$ cat config.mk
export PLATFORM = sky130hd
export DESIGN_NAME = burst_shape_monitor
export DESIGN_NICKNAME = d
export VERILOG_FILES = /design/src/rtl/burst_shape_monitor.sv
export SDC_FILE = /design/constraint.sdc
export NUM_CORES = 1
export LEC_CHECK = 0
export BUFFER_PORTS_ARGS = -buffer_cell sky130_fd_sc_hd__buf_4
export CORE_MARGIN = 2
export CORE_UTILIZATION = 51
export DETAILED_ROUTE_END_ITERATION = 10
export MAX_ROUTING_LAYER = met4
export PLACE_DENSITY = 0.83
export SYNTH_ARGS = -nofsm -noshare
export SYNTH_HDL_FRONTEND = slang
export SYNTH_SLANG_ARGS = --single-unit
export TNS_END_PERCENT = 5
$ cat constraint.sdc
create_clock -name clk -period 5 [get_ports clk]
set_input_delay 0.75 -clock clk [delete_from_list [all_inputs] [get_ports clk]]
set_output_delay 0.75 -clock clk [all_outputs]
set_load 0.03 [all_outputs]
$ cat src/rtl/burst_shape_monitor.sv
module burst_shape_monitor #(
  parameter int ADDR_W = 32,
  parameter int DATA_W = 64
) (
  input  logic              clk,
  input  logic              rst_n,
  input  logic              clr,
  input  logic              aw_valid,
  input  logic              aw_ready,
  input  logic [ADDR_W-1:0] aw_addr,
  input  logic [7:0]        aw_len,
  input  logic [2:0]        aw_size,
  input  logic [1:0]        aw_kind,
  input  logic              w_valid,
  input  logic              w_ready,
  input  logic              w_last,
  output logic [5:0]        err_vec,
  output logic [2:0]        err_code
);
  localparam logic [2:0] MAX_SZ = 3'($clog2(DATA_W/8));
  localparam logic [1:0] K_INCR = 2'd1;
  localparam logic [1:0] K_WRAP = 2'd2;

  logic       active;
  logic [7:0] beat_idx;
  logic [7:0] len_q;

  wire take_aw = aw_valid & aw_ready & ~active;
  wire beat    = active & w_valid & w_ready;

  wire [ADDR_W-1:0] lane_mask = (ADDR_W'(1) << aw_size) - ADDR_W'(1);
  wire [15:0] span   = 16'(({8'd0, aw_len} + 16'd1) << aw_size);
  wire [11:0] page_lo = aw_addr[11:0] & ~lane_mask[11:0];
  wire [16:0] end_off = {5'd0, page_lo} + {1'b0, span};

  wire size_bad   = aw_size > MAX_SZ;
  wire page_cross = (aw_kind == K_INCR) && (end_off > 17'd4096);
  wire wrap_len   = (aw_kind == K_WRAP) &&
                    !(aw_len == 8'd1 || aw_len == 8'd3 || aw_len == 8'd7 || aw_len == 8'd15);
  wire wrap_algn  = (aw_kind == K_WRAP) && ((aw_addr & lane_mask) != '0);

  wire at_end       = beat_idx == len_q;
  wire last_early   = beat & w_last & ~at_end;
  wire last_missing = beat & ~w_last & at_end;
  wire burst_done   = beat & (w_last | at_end);

  wire [5:0] new_bits = {last_missing, last_early,
                         take_aw & wrap_algn, take_aw & wrap_len,
                         take_aw & page_cross, take_aw & size_bad};

  logic [2:0] new_code;
  always_comb begin
    new_code = 3'd0;
    for (int i = 5; i >= 0; i--)
      if (new_bits[i]) new_code = 3'(i + 1);
  end

  always_ff @(posedge clk) begin
    if (!rst_n) begin
      active   <= 1'b0;
      beat_idx <= '0;
      len_q    <= '0;
    end else if (take_aw) begin
      active   <= 1'b1;
      beat_idx <= '0;
      len_q    <= aw_len;
    end else if (burst_done) begin
      active   <= 1'b0;
    end else if (beat) begin
      beat_idx <= beat_idx + 8'd1;
    end
  end

  always_ff @(posedge clk) begin
    if (!rst_n || clr) begin
      err_vec  <= '0;
      err_code <= '0;
    end else begin
      err_vec <= err_vec | new_bits;
      if (err_code == 3'd0) err_code <= new_code;
    end
  end
endmodule


==> flow_metrics.tcl <==
set metrics [dict create \
    clockPowerShare_pct 21.2 \
    yosys_warnings 0 \
    combPwrFrac_pct 45.2 \
    wl_per_cell_um 15.3 \
    core_region_area_um2 5820 \
    critPathBufInv 1 \
    cts_tree "done" \
    cts_buffers 3 \
    start_util_pct 52.2 \
    vias 3204 \
    antenna_found_initial 0 \
    overflow 0 \
    final_common_cell "buf_4" \
    hold_viol_final 0 \
    crit_slowest_cell "or3b_2" \
    max_stage_delay_ns 0.48 \
    ctsResizeCount 0 \
    path_cells "buf_4, nor2_1, nand2_1, ha_1, or3b_2, a21oi_1, nor3b_1, ha_1, nor4b_1, a2111oi_0, o211a_1, o221a_2, nand4_1, o221ai_2, o31ai_1" \
    cts_buffer_depth 2 \
    hpwlAfterDp_mm 6.28 \
    maxCapViolations 0 \
    startpoint "aw_size[2]" \
    syn_area_per_cell_um2 7.27 \
    nets 521 \
    num_io_pins 62 \
    netlist_area_um2 3030 \
    seq_area_frac_synth_pct 17.2 \
    dieArea_um2 6580 \
    finalSetupViolations 0 \
    grt_max_degree 25 \
    grt_pass1_vias 2926 \
    synth-edff-count 0 \
    post_drt_via_cell_ratio 6.11 \
    drt_wl_total_mm 8.03 \
    worstPathMaxFanout 24 \
    outcome "finished clean" \
    worstSkewPairLatency_ns 0.27 \
    crit_type "in2reg" \
    synth_seq_cells 26 \
    p_leak_nw 1.55 \
    yosys-top-cells-area "dfxtp_1 (17%), ha_1 (7.0%), nand2_1 (6.7%)" \
    crit_top_cell "ha_1" \
    clk_pin_slew_ns 0.09 \
    worst_hold_slack_ns 0.479 \
    drt-initial-drc-count 207 \
    setup-tns-final_ns 0 \
    hold_path_class "reg2reg" \
    postCtsHoldBufs 0 \
    p_switching_uw 236 \
    final_cell_mix "buf_4 (55), nand2_1 (54), nor2_1 (43)" \
    cp_top_family "compound AO/OA/AOI/OAI gates" \
    cp.required_ns 5.16 \
    numClockSinks 26 \
    ir_drop_v 0.000213 \
    die_y_um 81.1 \
    min_period_over_period_pct 84.3 \
    final_layout_size_suffix_gt1_share_pct 16.9 \
    synth_cell_types 68 \
    htreeDepth 1 \
    synth.top_cell.area_share_pct 17.2 \
    dpl-instance-area_um2 3370 \
    syn_nets 488 \
    seqPwrFrac_pct 33.6 \
    start_kind "input port" \
    drc 0 \
    rows 28 \
    die_x_um 81.1 \
    gp_congestion 0.920 \
    synth_cells 417 \
    grt_use_total_pct 25.9 \
    grt_setup_unrepaired "no" \
    fin_crit_ns 4.22 \
    diodes 0 \
    worst_pin_slew_ns 0.809 \
    p_sw_share_pct 36.8 \
    drv_slew 0 \
    portBuffers 54 \
    cts_root_buf "clkbuf_8" \
    crit_arrival_ns 4.37 \
    p_int_uw 406 \
    skew_ns 0.00768 \
    hp-start "len_q[2]" \
    slew_headroom_pct 45.8 \
    layoutNonFillerInstCount 524 \
    power.density_nw_per_um2 187 \
    grt_first_pass_wirelength_mm 13.5 \
    post_cts_buffers 0 \
    fmax_mhz 237 \
    r2r-start "active" \
    dr.pass1.iters 5 \
    yosysTopAreaCell "dfxtp_1" \
    final_cell_area_um2 3430 \
    synth_flop_cell "dfxtp_1" \
    area_delta_synth_final_pct 13.1 \
    dp.cells 520 \
    detail-route-antenna-nets 0 \
    synth-async-reset-ratio_pct 0 \
    endpoint_kind "flop" \
]
-- final timing paths --
path	to	slack [ns]	cells past startpoint
max	err_code[1]	0.78	15
min	len_q[2]	0.48	2
max reg2reg	err_code[1]	2.66	6
min reg2reg	len_q[2]	0.48	2
-- synthesized netlist by cell type, types with 9 or more instances --
cell / instances
a21boi_0: 12
a21oi_1: 18
clkbuf_1: 13
dfxtp_1: 26
ha_1: 17
inv_1: 21
nand2_1: 54
nand3_1: 13
nor2_1: 43
nor3_1: 9
nor4_1: 9
o21ai_0: 19
xor2_1: 17
-- flip-flops by register name, indices dropped and copies added (netlist names) --
name,cells
active,1
len_q,8
err_code,3
err_vec,6
beat_idx,8
-- kinds of logic (layout without fill, tap and decap cells) --
group | Yosys count | count (layout) | synth area share, %
AND/OR/NAND/NOR | 180 | 180 | 29.7
AO/OA/AOI/OAI | 116 | 116 | 28.7
buffers and inverters | 48 | 80 | 8.04
flip-flops | 26 | 26 | 17.2
XOR/XNOR | 22 | 22 | 6.35
adder cells (fa/ha/maj) | 18 | 18 | 7.67
multiplexers | 7 | 7 | 2.43
-- power by group through the flow --
stage          logic, mW  clock network [mW]  registers (mW)
2_1_floorplan      0.209                   0           0.222
3_5_place_dp       0.284                   0           0.221
4_1_cts            0.286               0.138           0.216
5_1_grt            0.321               0.145           0.217
6_report           0.290               0.136           0.216
3_3_place_gp       0.280                   0           0.220
-- metal layers --
metal  track usage [%]  wire [um]  vias up
met5                 -          0        -
met4              5.25        129        0
met3              3.33        477       14
met2              43.7       3980      120
met1              33.4       3450     1481
li1                  -          -     1589
-- area by class of cell --
type	instances	area (um2)
Fill cell	541	2390
Multi-Input combinational cell	343	2270
Sequential cell	26	520
Timing Repair Buffer	55	413
Tap cell	75	93.8
Inverter	21	78.8
Clock buffer	4	55.1
-- metrics by stage --
stage / total power, mW / setup slack (ns) / utilization [%]
after global placement: 0.501 / 0.686 / 58.0
after detailed placement: 0.505 / 0.593 / 58.0
after floorplan: 0.432 / 0.582 / -
after global routing: 0.683 / 0.582 / 59.0
after CTS: 0.640 / 0.856 / 59.0
final: 0.643 / 0.783 / 59.0
-- worst register-to-register path, stage by stage (launching register included) --
cell and delay (ns):
dfxtp_1 0.35, nor2_1 0.64, nand3b_1 0.29, a31oi_1 0.52, o221a_2 0.30, o21ai_0 0.07
o31ai_1 0.08
(Power assumes the default switching activity.)
